==> src/rtl/fes_pkg.sv <==
package fes_pkg;

    localparam logic [7:0] CMD_ERASE   = 8'h20;
    localparam logic [7:0] CMD_EVERIFY = 8'hA0;
    localparam logic [7:0] CMD_READ    = 8'h00;
    localparam logic [7:0] BYTE_ERASED = 8'hFF;

    typedef enum logic [3:0] {
        S_IDLE,
        S_PRE,
        S_ERS1,
        S_ERS2,
        S_EWAIT,
        S_VSET,
        S_VWAIT,
        S_VRD,
        S_RDCMD,
        S_DONE
    } seq_state_t;

    typedef struct packed {
        logic       we;
        logic [7:0] data;
    } bus_op_t;

    function automatic logic is_erased(input logic [7:0] b);
        return b == BYTE_ERASED;
    endfunction

endpackage

==> src/rtl/fes_bus_port.sv <==
module fes_bus_port
    import fes_pkg::*;
#(
    parameter int ADDR_W = 18
) (
    input  logic              clk,
    input  logic              rst,
    input  logic              issue_i,
    input  bus_op_t           op_i,
    input  logic [ADDR_W-1:0] addr_i,
    output logic              bus_req_o,
    output logic              bus_we_o,
    output logic [ADDR_W-1:0] bus_addr_o,
    output logic [7:0]        bus_wdata_o,
    input  logic              bus_ack_i,
    output logic              xfer_done_o
);

    bus_op_t           op_q;
    logic              req_q;
    logic [ADDR_W-1:0] addr_q;

    always_ff @(posedge clk) begin
        if (rst) begin
            req_q  <= 1'b0;
            op_q   <= '0;
            addr_q <= '0;
        end else if (req_q) begin
            if (bus_ack_i) req_q <= 1'b0;
        end else if (issue_i) begin
            req_q  <= 1'b1;
            op_q   <= op_i;
            addr_q <= addr_i;
        end
    end

    assign bus_req_o   = req_q;
    assign bus_we_o    = op_q.we;
    assign bus_wdata_o = op_q.data;
    assign bus_addr_o  = addr_q;
    assign xfer_done_o = req_q & bus_ack_i;

endmodule

==> src/rtl/fes_timer.sv <==
module fes_timer #(
    parameter int W = 8
) (
    input  logic         clk,
    input  logic         rst,
    input  logic         load_i,
    input  logic [W-1:0] val_i,
    output logic         expired_o
);

    logic [W-1:0] cnt_q;

    always_ff @(posedge clk) begin
        if (rst)                 cnt_q <= '0;
        else if (load_i)         cnt_q <= val_i;
        else if (cnt_q != '0)    cnt_q <= cnt_q - 1'b1;
    end

    assign expired_o = (cnt_q == '0);

endmodule

==> src/rtl/fes_pulse_ctr.sv <==
module fes_pulse_ctr #(
    parameter int MAX_PULSES = 1000
) (
    input  logic clk,
    input  logic rst,
    input  logic clr_i,
    input  logic inc_i,
    output logic at_limit_o
);

    localparam int CW = $clog2(MAX_PULSES + 1);
    localparam logic [CW-1:0] LIMIT = CW'(MAX_PULSES);

    logic [CW-1:0] cnt_q;

    always_ff @(posedge clk) begin
        if (rst || clr_i)               cnt_q <= '0;
        else if (inc_i && cnt_q != LIMIT) cnt_q <= cnt_q + 1'b1;
    end

    assign at_limit_o = (cnt_q == LIMIT);

endmodule

==> src/rtl/fes_erase_seq.sv <==
module fes_erase_seq
    import fes_pkg::*;
#(
    parameter int ADDR_W      = 18,
    parameter int LAST_ADDR   = (1 << 18) - 1,
    parameter int ERASE_WAIT  = 1_000_000,
    parameter int VERIFY_WAIT = 600,
    parameter int MAX_PULSES  = 1000
) (
    input  logic              clk,
    input  logic              rst,
    input  logic              start_i,
    output logic              pre_start_o,
    input  logic              pre_done_i,
    output logic              bus_req_o,
    output logic              bus_we_o,
    output logic [ADDR_W-1:0] bus_addr_o,
    output logic [7:0]        bus_wdata_o,
    input  logic              bus_ack_i,
    input  logic [7:0]        bus_rdata_i,
    output logic              done_o,
    output logic              pass_o,
    output logic              fail_o
);

    localparam int MAXW = (ERASE_WAIT > VERIFY_WAIT) ? ERASE_WAIT : VERIFY_WAIT;
    localparam int TW   = $clog2(MAXW + 1);
    localparam logic [TW-1:0]     EW_T   = TW'(ERASE_WAIT);
    localparam logic [TW-1:0]     VW_T   = TW'(VERIFY_WAIT);
    localparam logic [ADDR_W-1:0] LAST_A = ADDR_W'(LAST_ADDR);

    seq_state_t        state_q, state_d;
    logic [ADDR_W-1:0] addr_q, addr_d;
    logic              pass_q, pass_d;
    logic              launched_q;
    logic              issue, xfer_done;
    bus_op_t           op;
    logic              tmr_load, tmr_expired;
    logic [TW-1:0]     tmr_val;
    logic              ctr_clr, ctr_inc, at_limit;

    fes_bus_port #(.ADDR_W(ADDR_W)) u_port (
        .clk        (clk),
        .rst        (rst),
        .issue_i    (issue),
        .op_i       (op),
        .addr_i     (addr_q),
        .bus_req_o  (bus_req_o),
        .bus_we_o   (bus_we_o),
        .bus_addr_o (bus_addr_o),
        .bus_wdata_o(bus_wdata_o),
        .bus_ack_i  (bus_ack_i),
        .xfer_done_o(xfer_done)
    );

    fes_timer #(.W(TW)) u_tmr (
        .clk      (clk),
        .rst      (rst),
        .load_i   (tmr_load),
        .val_i    (tmr_val),
        .expired_o(tmr_expired)
    );

    fes_pulse_ctr #(.MAX_PULSES(MAX_PULSES)) u_pulses (
        .clk       (clk),
        .rst       (rst),
        .clr_i     (ctr_clr),
        .inc_i     (ctr_inc),
        .at_limit_o(at_limit)
    );

    always_comb begin
        state_d  = state_q;
        addr_d   = addr_q;
        pass_d   = pass_q;
        issue    = 1'b0;
        op.we    = 1'b1;
        op.data  = CMD_READ;
        tmr_load = 1'b0;
        tmr_val  = '0;
        ctr_clr  = 1'b0;
        ctr_inc  = 1'b0;
        unique case (state_q)
            S_IDLE, S_DONE: begin
                if (start_i) begin
                    state_d = S_PRE;
                    addr_d  = '0;
                    pass_d  = 1'b0;
                    ctr_clr = 1'b1;
                end
            end
            S_PRE: begin
                if (pre_done_i) state_d = S_ERS1;
            end
            S_ERS1: begin
                op.data = CMD_ERASE;
                issue   = !launched_q;
                if (xfer_done) state_d = S_ERS2;
            end
            S_ERS2: begin
                op.data = CMD_ERASE;
                issue   = !launched_q;
                if (xfer_done) begin
                    ctr_inc  = 1'b1;
                    tmr_load = 1'b1;
                    tmr_val  = EW_T;
                    state_d  = S_EWAIT;
                end
            end
            S_EWAIT: begin
                if (tmr_expired) state_d = S_VSET;
            end
            S_VSET: begin
                op.data = CMD_EVERIFY;
                issue   = !launched_q;
                if (xfer_done) begin
                    tmr_load = 1'b1;
                    tmr_val  = VW_T;
                    state_d  = S_VWAIT;
                end
            end
            S_VWAIT: begin
                if (tmr_expired) state_d = S_VRD;
            end
            S_VRD: begin
                op.we = 1'b0;
                issue = !launched_q;
                if (xfer_done) begin
                    if (is_erased(bus_rdata_i)) begin
                        if (addr_q == LAST_A) begin
                            pass_d  = 1'b1;
                            state_d = S_RDCMD;
                        end else begin
                            addr_d  = addr_q + 1'b1;
                            state_d = S_VSET;
                        end
                    end else if (at_limit) begin
                        pass_d  = 1'b0;
                        state_d = S_RDCMD;
                    end else begin
                        state_d = S_ERS1;
                    end
                end
            end
            S_RDCMD: begin
                op.data = CMD_READ;
                issue   = !launched_q;
                if (xfer_done) state_d = S_DONE;
            end
            default: state_d = S_IDLE;
        endcase
    end

    always_ff @(posedge clk) begin
        if (rst) begin
            state_q    <= S_IDLE;
            addr_q     <= '0;
            pass_q     <= 1'b0;
            launched_q <= 1'b0;
        end else begin
            state_q <= state_d;
            addr_q  <= addr_d;
            pass_q  <= pass_d;
            if (xfer_done)  launched_q <= 1'b0;
            else if (issue) launched_q <= 1'b1;
        end
    end

    assign pre_start_o = (state_q == S_PRE);
    assign done_o      = (state_q == S_DONE);
    assign pass_o      = done_o &  pass_q;
    assign fail_o      = done_o & !pass_q;

endmodule

==> config.mk <==
export PLATFORM = sky130hd
export DESIGN_NAME = fes_erase_seq
export DESIGN_NICKNAME = d
export VERILOG_FILES = /design/src/rtl/fes_pkg.sv /design/src/rtl/fes_bus_port.sv /design/src/rtl/fes_timer.sv /design/src/rtl/fes_pulse_ctr.sv /design/src/rtl/fes_erase_seq.sv
export SDC_FILE = /design/constraint.sdc
export NUM_CORES = 1
export LEC_CHECK = 0
export BUFFER_PORTS_ARGS = -buffer_cell sky130_fd_sc_hd__buf_2
export CORE_ASPECT_RATIO = 0.75
export CORE_MARGIN = 2
export CORE_UTILIZATION = 49
export CTS_BUF_LIST = sky130_fd_sc_hd__clkbuf_16
export DETAILED_ROUTE_END_ITERATION = 10
export PLACE_DENSITY = 0.73
export SLEW_MARGIN = 20
export SYNTH_ARGS = -nofsm -noshare
export SYNTH_HDL_FRONTEND = slang
export SYNTH_SLANG_ARGS = --single-unit
==> constraint.sdc <==
create_clock -name clk -period 5.3 [get_ports clk]
set_input_delay 0.53 -clock clk [delete_from_list [all_inputs] [get_ports clk]]
set_output_delay 0.53 -clock clk [all_outputs]
set_load 0.1 [all_outputs]
Word-level counts from Yosys, hierarchy flattened

Cells that the tools add are included.
Widths: inputs -> output; s select.

Bits in registers: 82
Bits of input ports: 13
Logic and storage cells: 101

$add $sub $neg: 3
Equal/unequal tests: 26
Multiplexer cells: 40
Bitwise logic cells: 4
Reductions and logical operators: 18

Operator list:

| cell                  | count |
|---|---|
| $mux 18               | 4 |
| $mux 20               | 3 |
| $mux 4                | 12 |
| $pmux 20 s2           | 1 |
| $pmux 18 s2           | 1 |
| $pmux 4 s9            | 1 |
| $logic_not 20->1      | 1 |
| $reduce_bool 20->1    | 1 |
| $sub 20x1->20 const B | 1 |
| $add 18x1->18 const B | 1 |
| $eq 18x18->1 const B  | 1 |
| $eq 4x3->1 const B    | 4 |
| $pmux 8 s2            | 1 |
| $mux 1                | 15 |
| $ne 2x1->1 const B    | 6 |
| $add 10x1->10 const B | 1 |
| $eq 10x10->1 const B  | 1 |
| $mux 10               | 1 |
| $ne 10x10->1 const B  | 1 |
| $ne 2x2->1 const B    | 5 |
| $reduce_and 5->1      | 2 |
| $reduce_and 9->1      | 1 |
| $eq 4x2->1 const B    | 2 |
| $eq 4x4->1 const B    | 2 |
| other kinds (14)      | 22 |

Longest topological paths before layout

Gate-level depths: netlist of the first run.

Word-level depth: 5
Gate-level depth with buffers: 8
Depth with buffers taken out: 7

Cells and area by module

From an unflattened synthesis of the first run, not the netlist that was laid out.

Cell total of the unflattened synthesis: 511
Area, all modules: 4614.4 um2

By module, submodules not included:

| module        | times used | cells each | area an instance (um2) | sequential area each (um2) |
|---|---|---|---|---|
| fes_erase_seq | 1          | 196        | 1579.0                 | 480.5 |
| fes_bus_port  | 1          | 128        | 1393.8                 | 560.5 |
| fes_timer     | 1          | 122        | 1081.0                 | 400.4 |
| fes_pulse_ctr | 1          | 65         | 560.5                  | 200.2 |

Worst setup path before layout of the first run

No wires, ideal clock.

Path type: reg-to-output
Start: reg state_q[0]
End: out fail_o
Data arrival time: 2971 ps
Setup slack: 1799 ps
Cell stages (with the launch flop): 4
Path buffers: 1
Path through: dfxtp_1 clkbuf_1 and3_1 nor2b_1

Longest elaborated chain between the ends: 2

RTL lines:

| what                     | RTL line             | source |
|---|---|---|
| start: declaration       | fes_erase_seq.sv:32  | `seq_state_t state_q, state_d;` |
| start signal: assignment | fes_erase_seq.sv:161 | `state_q <= state_d;` |
| $eq 4x4->1               | fes_erase_seq.sv:170 | `assign done_o = (state_q == S_DONE);` |
| via done_o               | fes_erase_seq.sv:21  | `output logic done_o,` |
| $and 1x1->1              | fes_erase_seq.sv:172 | `assign fail_o = done_o & !pass_q;` |
| end: declaration         | fes_erase_seq.sv:23  | `output logic fail_o` |

The timed path passes the listed nets, and every way through them passes these cells.

Worst setup path after layout of the first run

Start: reg state_q[1]
End: out fail_o

Longest elaborated chain between the ends: 2

RTL lines:

| what        | RTL line |
|---|---|
| $eq 4x4->1  | fes_erase_seq.sv:170 |
| $and 1x1->1 | fes_erase_seq.sv:172 |

Every way passes these cells.

==> results of run 1 <==
==> per-stage QoR <==
stage,utilization (%),setup WS (ns),std cells
4_1_cts,57.7,2.64,576
6_report,57.7,2.67,576
3_5_place_dp,53.7,2.69,560
2_1_floorplan,-,1.80,445
5_1_grt,57.7,2.52,576
3_3_place_gp,53.7,2.71,560
==> worst min-delay path: cells and delay by family (launching register included) <==
kind,cells,cell delay [ns]
simple gates,1,0.05
flops,1,0.32
compound gates,1,0.05
==> routing by layer <==
metal	part of all wire (%)	up-vias
met5	0	-
met4	0.86	0
met3	6.2	9
met2	43	107
met1	50	1545
li1	-	1658
==> cells by family (layout without fill, tap and decap cells) <==
logic type               after synthesis  count (layout)
buffers and inverters                 37              67
other                                  1               6
flip-flops                            76              76
adder cells (fa/ha/maj)                5               5
XOR/XNOR                              21              21
multiplexers                          20              20
AO/OA/AOI/OAI                         97              97
AND/OR/NAND/NOR                      183             183
==> Yosys cell counts (2+ instances only) <==
master | number | area [sq um]
nand4b_1 | 3 | 26.3
a32oi_1 | 2 | 17.5
nor3_1 | 9 | 45.0
inv_1 | 12 | 45.0
and2_1 | 4 | 25.0
nand3_1 | 17 | 85.1
a31o_2 | 2 | 17.5
or4_1 | 12 | 90.1
nand2b_1 | 6 | 37.5
a21oi_1 | 32 | 160
buf_2 | 3 | 15.0
xor2_1 | 15 | 131
a22oi_1 | 2 | 15.0
xnor2_1 | 6 | 52.6
mux2i_1 | 20 | 200
nand4_1 | 7 | 43.8
nor3b_1 | 2 | 15.0
or3_1 | 11 | 68.8
dfxtp_1 | 76 | 1520
o31ai_1 | 10 | 75.1
nand2_1 | 29 | 109
o31a_1 | 2 | 17.5
a31oi_1 | 5 | 31.3
a32o_1 | 2 | 20.0
nor2b_1 | 3 | 18.8
o21ai_0 | 13 | 65.1
and3_1 | 5 | 31.3
nor4_1 | 3 | 18.8
ha_1 | 5 | 62.6
or4b_1 | 2 | 20.0
buf_4 | 6 | 45.0
and4_1 | 3 | 26.3
o211ai_1 | 11 | 82.6
nor2_1 | 56 | 210
a211oi_1 | 3 | 22.5
clkbuf_1 | 14 | 52.6
o21a_1 | 3 | 22.5
a211o_1 | 2 | 17.5
or4_4 | 2 | 22.5
==> state kept, by name, summed over array words and instances (netlist names) <==
| name | cells |
|---|---|
| u_port.bus_wdata_o | 2 |
| state_q | 4 |
| pass_q | 1 |
| u_port.bus_req_o | 1 |
| addr_q | 18 |
| u_port.bus_addr_o | 18 |
| u_port.bus_we_o | 1 |
| u_pulses.cnt_q | 10 |
| launched_q | 1 |
| u_tmr.cnt_q | 20 |
==> worst max path at each step <==
stage,startpoint,end
2_1_floorplan,state_q[0]$_SDFFE_PP0P_,fail_o
3_3_place_gp,state_q[2]$_SDFFE_PP0P_,addr_q[15]$_SDFFE_PP0P_
3_5_place_dp,addr_q[0]$_SDFFE_PP0P_,addr_q[5]$_SDFFE_PP0P_
4_1_cts,addr_q[0]$_SDFFE_PP0P_,addr_q[5]$_SDFFE_PP0P_
5_1_grt,state_q[1]$_SDFFE_PP0P_,fail_o
6_report,state_q[1]$_SDFFE_PP0P_,fail_o
==> final cells by class <==
cell class                 instances  share of cell area, %
clock buffer                       9                   5.28
clock inverter                     7                   1.61
inverter                          12                   1.06
multi-input combinational        332                   48.8
sequential                        76                   35.6
tap                              101                   2.96
timing repair buffer              39                   4.63
==> report_power, final <==
part	leakage [nW]	internal [mW]	switching (mW)	total, mW
Clock	0.147	0.362	0.242	0.604
Sequential	0.616	0.663	0.113	0.776
Combinational	0.938	0.315	0.551	0.866
==> impl_metrics.env, run 1 <==
export IMPL_status="finished, final reports clean"
export IMPL_finish_instance_area_sq_um=4270
export IMPL_place_congestion=0.825
export IMPL_cts_tree="yes"
export IMPL_ir_worst_vdd_mv=0.251
export IMPL_grt_max_degree=41
export IMPL_drt_iter0_drc=289
export IMPL_slowest_delay_ns=0.48
export IMPL_end_kind="primary output"
export IMPL_grtUsageTotal_pct=20.5
export IMPL_grt_pass1_vias=2885
export IMPL_htreeDepth=3
export IMPL_clock_sinks=76
export IMPL_worstReg2RegEnd="addr_q[15]$_SDFFE_PP0P_"
export IMPL_maxCapViolCount=0
export IMPL_multi_input_area_sq_um=2080
export IMPL_synth_adder_area_share_pct=1.66
export IMPL_met2_usage_pct=30.8
export IMPL_fin_hold_ws_ns=0.464
export IMPL_hold_path_end="u_port.bus_wdata_o[7]$_SDFFE_PP0P_"
export IMPL_routed_via_density=5.76
export IMPL_area_growth_pct=13.5
export IMPL_rsz0062_at_grt="false"
export IMPL_netlist_area_sq_um=3760
export IMPL_layout_common_cells="76 x dfxtp_1, 56 x nor2_1, 38 x buf_2"
export IMPL_syn_instance_count=440
export IMPL_synth_compound_area_share_pct=17.0
export IMPL_drc_errors=0
export IMPL_timing_final_crit_share_pct=49.7
export IMPL_firstDrtPassIters=4
export IMPL_use_met1_pct=28.5
export IMPL_clk_latency_ns=0.34
export IMPL_worstPathCellList="nor2_1 -> and3_1 -> nor2b_1 -> buf_2"
export IMPL_seqCellArea_sq_um=1520
export IMPL_grt_pass1_wl_microns=13700
export IMPL_critPathBufInv=1
export IMPL_io_pins=45
export IMPL_crit_type="flop to primary output"
export IMPL_num_fill_cells=658
export IMPL_synth_main_ff_cell="dfxtp_1"
export IMPL_postSynthAreaPerCell_sq_um=8.55
export IMPL_final_antenna_net_count=0
export IMPL_clk_transition_reported_paths_ns=0.06
export IMPL_synth_top_family_by_area="simple AND/OR/NAND/NOR gates"
export IMPL_reg2regPathDepth=5
export IMPL_root_buffer="clkbuf_16"
export IMPL_synth_yosys_warnings=0
export IMPL_crit_fanout=15
export IMPL_antenna_found_initial=0
export IMPL_grt_overflow=0
export IMPL_p_total_mw=2.25
export IMPL_initial_core_util_pct=50.8
export IMPL_hold_viol=0
export IMPL_finClkSkew_ns=0.00865
export IMPL_met3_usage_pct=6.45
export IMPL_nets=488
export IMPL_antenna_cells=0
export IMPL_cts_resized=0
export IMPL_clock_fmax_ghz=0.380
export IMPL_wl_per_cell_microns=14.6
export IMPL_seq_area_frac_synth_pct=40.5
export IMPL_core_sq_um=7400
export IMPL_slowest_stage="nor2_1"
export IMPL_final_common_cell="dfxtp_1"
export IMPL_cts_buffers_inserted=9
export IMPL_p_leak_nw=1.70
export IMPL_vias=3319
export IMPL_routed_wirelength_microns=8400
export IMPL_worst_r2r_setup_slack_ns=2.77
export IMPL_cp_required_ns=4.77
export IMPL_hold_start="u_port.bus_wdata_o[7]$_SDFFE_PP0P_"
export IMPL_p_per_area_nw_per_um2=526
export IMPL_ys_types=59
export IMPL_dp_hpwl_microns=5990
export IMPL_slew_violations=0
export IMPL_crit_cells=4
export IMPL_portBuffers=38
export IMPL_finalSetupViolations=0
export IMPL_arrival_ns=2.10
export IMPL_placementRows=27
export IMPL_ctsHoldBuffers=0
export IMPL_drive_above_1_share_pct=13.5
export IMPL_ys_ff_latch=76
export IMPL_busiest_layer="met2"
export IMPL_die_area_sq_um=8400
export IMPL_synthMuxAreaShare_pct=5.32
export IMPL_finalCriticalPeriod_ns=2.63
export IMPL_maxSlewHeadroom_pct=44.0
export IMPL_fin_tns_setup_ns=0
export IMPL_ctsLongestPathBuffers=2
export IMPL_synthSimpleGateAreaFrac_pct=25.9
export IMPL_hp_class="flop to flop"
export IMPL_die_h_microns=79.9
export IMPL_async_flop_share_pct=0
export IMPL_yosys_area_share_xor_xnor_pct=4.89
export IMPL_critPathTopFamily="simple AND/OR/NAND/NOR gates"
export IMPL_start_kind="flop"
export IMPL_reg2reg_from="state_q[1]$_SDFFE_PP0P_"
export IMPL_cts_setup_buffers=0
export IMPL_tightest_slew_ns=0.833
export IMPL_synth_edff_count=0
export IMPL_fp_dieW_microns=105
export IMPL_place_area_sq_um=3970
export IMPL_whs_path_depth=2
(Power assumes the default switching activity.)
==> run 2: changes to the inputs <==
- ABC_AREA: not set -> 1
- PLACE_DENSITY: 0.73 -> 0.75
- clock period: 5.3 -> 2.3 ns (I/O delays scaled with it)
==> impl_metrics.env, run 2 <==
export IMPL_place_congestion=0.940
export IMPL_seqCellArea_sq_um=1520
export IMPL_crit_fanout=9
export IMPL_num_fill_cells=788
export IMPL_drive_above_1_share_pct=19.2
export IMPL_synth_top_family_by_area="simple AND/OR/NAND/NOR gates"
export IMPL_synth_main_ff_cell="dfxtp_1"
export IMPL_final_antenna_net_count=0
export IMPL_ys_ff_latch=76
export IMPL_initial_core_util_pct=50.3
export IMPL_grt_max_degree=24
export IMPL_layout_common_cells="122 x nand2_1, 104 x nor2_1, 76 x dfxtp_1"
export IMPL_synthTopCellsByArea="dfxtp_1 36%, nand2_1 11%, nor2_1 9.2%"
export IMPL_grtUsageTotal_pct=22.8
export IMPL_hp_class="input port to flop"
export IMPL_routed_via_density=5.08
export IMPL_clock_sinks=76
export IMPL_grt_pass1_vias=3630
export IMPL_fp_dieW_microns=111
export IMPL_start_kind="flop"
export IMPL_synth_most_common_cell="nand2_1"
export IMPL_synthSimpleGateAreaFrac_pct=35.8
export IMPL_fin_tns_setup_ns=0
export IMPL_drc_errors=0
export IMPL_antenna_cells=0
export IMPL_maxSlewHeadroom_pct=45.0
export IMPL_die_h_microns=84.5
export IMPL_grt_pass1_wl_microns=17300
export IMPL_nets=669
export IMPL_crit_type="flop to flop"
export IMPL_synth_top_area_share_pct=35.9
export IMPL_clk_latency_ns=0.34
export IMPL_finClkSkew_ns=0.00499
export IMPL_root_buffer="clkbuf_16"
export IMPL_cts_resized=0
export IMPL_clk_transition_reported_paths_ns=0.06
export IMPL_p_per_area_nw_per_um2=1470
export IMPL_cts_tree="yes"
export IMPL_synth_adder_area_share_pct=1.48
export IMPL_syn_instance_count=605
export IMPL_placementRows=29
export IMPL_cts_setup_buffers=0
export IMPL_timing_final_crit_share_pct=86.5
export IMPL_antenna_found_initial=0
export IMPL_cp_required_ns=2.53
export IMPL_htreeDepth=3
export IMPL_place_area_sq_um=4530
export IMPL_finalSetupViolations=0
export IMPL_ctsHoldBuffers=0
export IMPL_arrival_ns=2.22
export IMPL_grt_overflow=0
export IMPL_ys_types=40
export IMPL_seq_area_frac_synth_pct=35.9
export IMPL_maxCapViolCount=0
export IMPL_synth_compound_area_share_pct=13.9
export IMPL_p_leak_nw=2.03
export IMPL_routed_wirelength_microns=9960
export IMPL_cts_buffers_inserted=9
export IMPL_clkPwrFrac_pct=18.8
export IMPL_yosys_area_share_xor_xnor_pct=4.13
export IMPL_synth_top_cell_by_area="dfxtp_1"
export IMPL_internal_power_mw=3.28
export IMPL_finish_instance_area_sq_um=4800
export IMPL_vias=3882
export IMPL_hold_viol=0
export IMPL_portBuffers=38
export IMPL_final_common_cell="nand2_1"
export IMPL_tightest_slew_ns=0.818
export IMPL_firstDrtPassIters=7
export IMPL_wl_per_cell_microns=13.0
export IMPL_io_pins=45
export IMPL_area_growth_pct=13.4
export IMPL_end_kind="flop"
export IMPL_netlist_area_sq_um=4240
export IMPL_largest_register_ffs=20
export IMPL_core_sq_um=8420
export IMPL_synth_common_cells="122 x nand2_1, 104 x nor2_1, 76 x dfxtp_1"
export IMPL_p_sw_mw=3.78
export IMPL_p_seq_share_pct=27.3
export IMPL_finalCriticalPeriod_ns=1.99
export IMPL_p_sw_share_pct=53.5
export IMPL_ctsLongestPathBuffers=2
export IMPL_top_register="u_tmr.cnt_q"
export IMPL_postSynthAreaPerCell_sq_um=7.00
export IMPL_drt_iter0_drc=267
export IMPL_slew_violations=0
export IMPL_combPwrFrac_pct=53.8
export IMPL_synthMuxAreaShare_pct=0
export IMPL_die_area_sq_um=9420
export IMPL_async_flop_share_pct=0
export IMPL_dp_hpwl_microns=7370
export IMPL_rsz0062_at_grt="false"
export IMPL_synth_edff_count=0
export IMPL_multi_input_area_sq_um=2370
export IMPL_status="finished, final reports clean"
export IMPL_clock_fmax_ghz=0.503
export IMPL_ir_worst_vdd_mv=1.48
export IMPL_synth_yosys_warnings=0
run 2: cell types whose count changed after synthesis, moves of 11 or more:
cell      before  now
or4_1         12    0
nor2_1        56  104
o21ai_1        0   16
inv_1         12   53
or3_1         11    0
a21oi_1       32   50
mux2i_1       20    0
nand2_1       29  122
o211ai_1      11    0
nor2_2         1   12
nand2_2        0   16
nand3_1       17   33
run 2: cell families after synthesis:
family	Yosys count
simple gates	321
compound gates	104
buf+inv	78
flops	76
xor+xnor	20
fa+ha+maj	5
other cells	1
run 2: per-stage QoR:
stage | hold slack (ns) | utilization, % | worst slack [ns] | power, mW | instances
after floorplan | 0.388 | - | 0.115 | 5.15 | 610
after global placement | 0.438 | 53.8 | 0.453 | 5.64 | 748
after detailed placement | 0.439 | 53.8 | 0.384 | 5.71 | 748
after CTS | 0.253 | 57.1 | 0.350 | 7.07 | 764
after global routing | 0.287 | 57.1 | 0.132 | 7.53 | 764
final | 0.265 | 57.1 | 0.311 | 7.06 | 764
run 2: routing by layer:
metal	track usage [%]	vias up	part of all wire, %
met5	0	-	0
met2	33.9	113	41
met1	33.1	1736	51
met4	6.96	0	1.4
met3	5.27	13	5.7
li1	-	2020	-
run 2: final timing paths:
| path | to | cells past startpoint | slack, ns | start |
|---|---|---|---|---|
| setup / recovery | u_tmr.cnt_q[15]$_SDFFE_PP0P_ | 8 | 0.31 | u_tmr.cnt_q[3]$_SDFFE_PP0P_ |
| hold reg to reg | u_tmr.cnt_q[0]$_SDFFE_PP0P_ | 1 | 0.45 | u_tmr.cnt_q[0]$_SDFFE_PP0P_ |
| setup reg to reg | u_tmr.cnt_q[15]$_SDFFE_PP0P_ | 8 | 0.31 | u_tmr.cnt_q[3]$_SDFFE_PP0P_ |
| hold / removal | u_pulses.cnt_q[2]$_SDFFE_PP0P_ | 4 | 0.26 | start_i |
run 2: worst max-delay path, stage by stage, from the launching register on:
cell     delay [ns]
dfxtp_1        0.34
nor2_1         0.21
inv_1          0.08
nor2_2         0.19
nand3_1        0.35
nor2_1         0.41
nor2_1         0.11
o21ai_1        0.14
a21oi_1        0.05
run 2: final cells by class:
| cell class | count | area share, % |
|---|---|---|
| Clock buffer | 9 | 4.69 |
| Timing Repair Buffer | 49 | 5.68 |
| Sequential cell | 76 | 31.7 |
| Inverter | 59 | 4.74 |
| Tap cell | 108 | 2.81 |
| Multi-Input combinational cell | 456 | 49.3 |
| Clock inverter | 7 | 1.09 |
run 2: power by group through the flow:
stage / Clock, mW / Combinational, mW / Sequential (mW)
global placement: 0 / 3.70 / 1.94
detailed placement: 0 / 3.77 / 1.95
global route: 1.40 / 4.15 / 1.98
floorplan: 0 / 1.98 / 3.16
finish: 1.33 / 3.80 / 1.93
CTS: 1.35 / 3.79 / 1.92
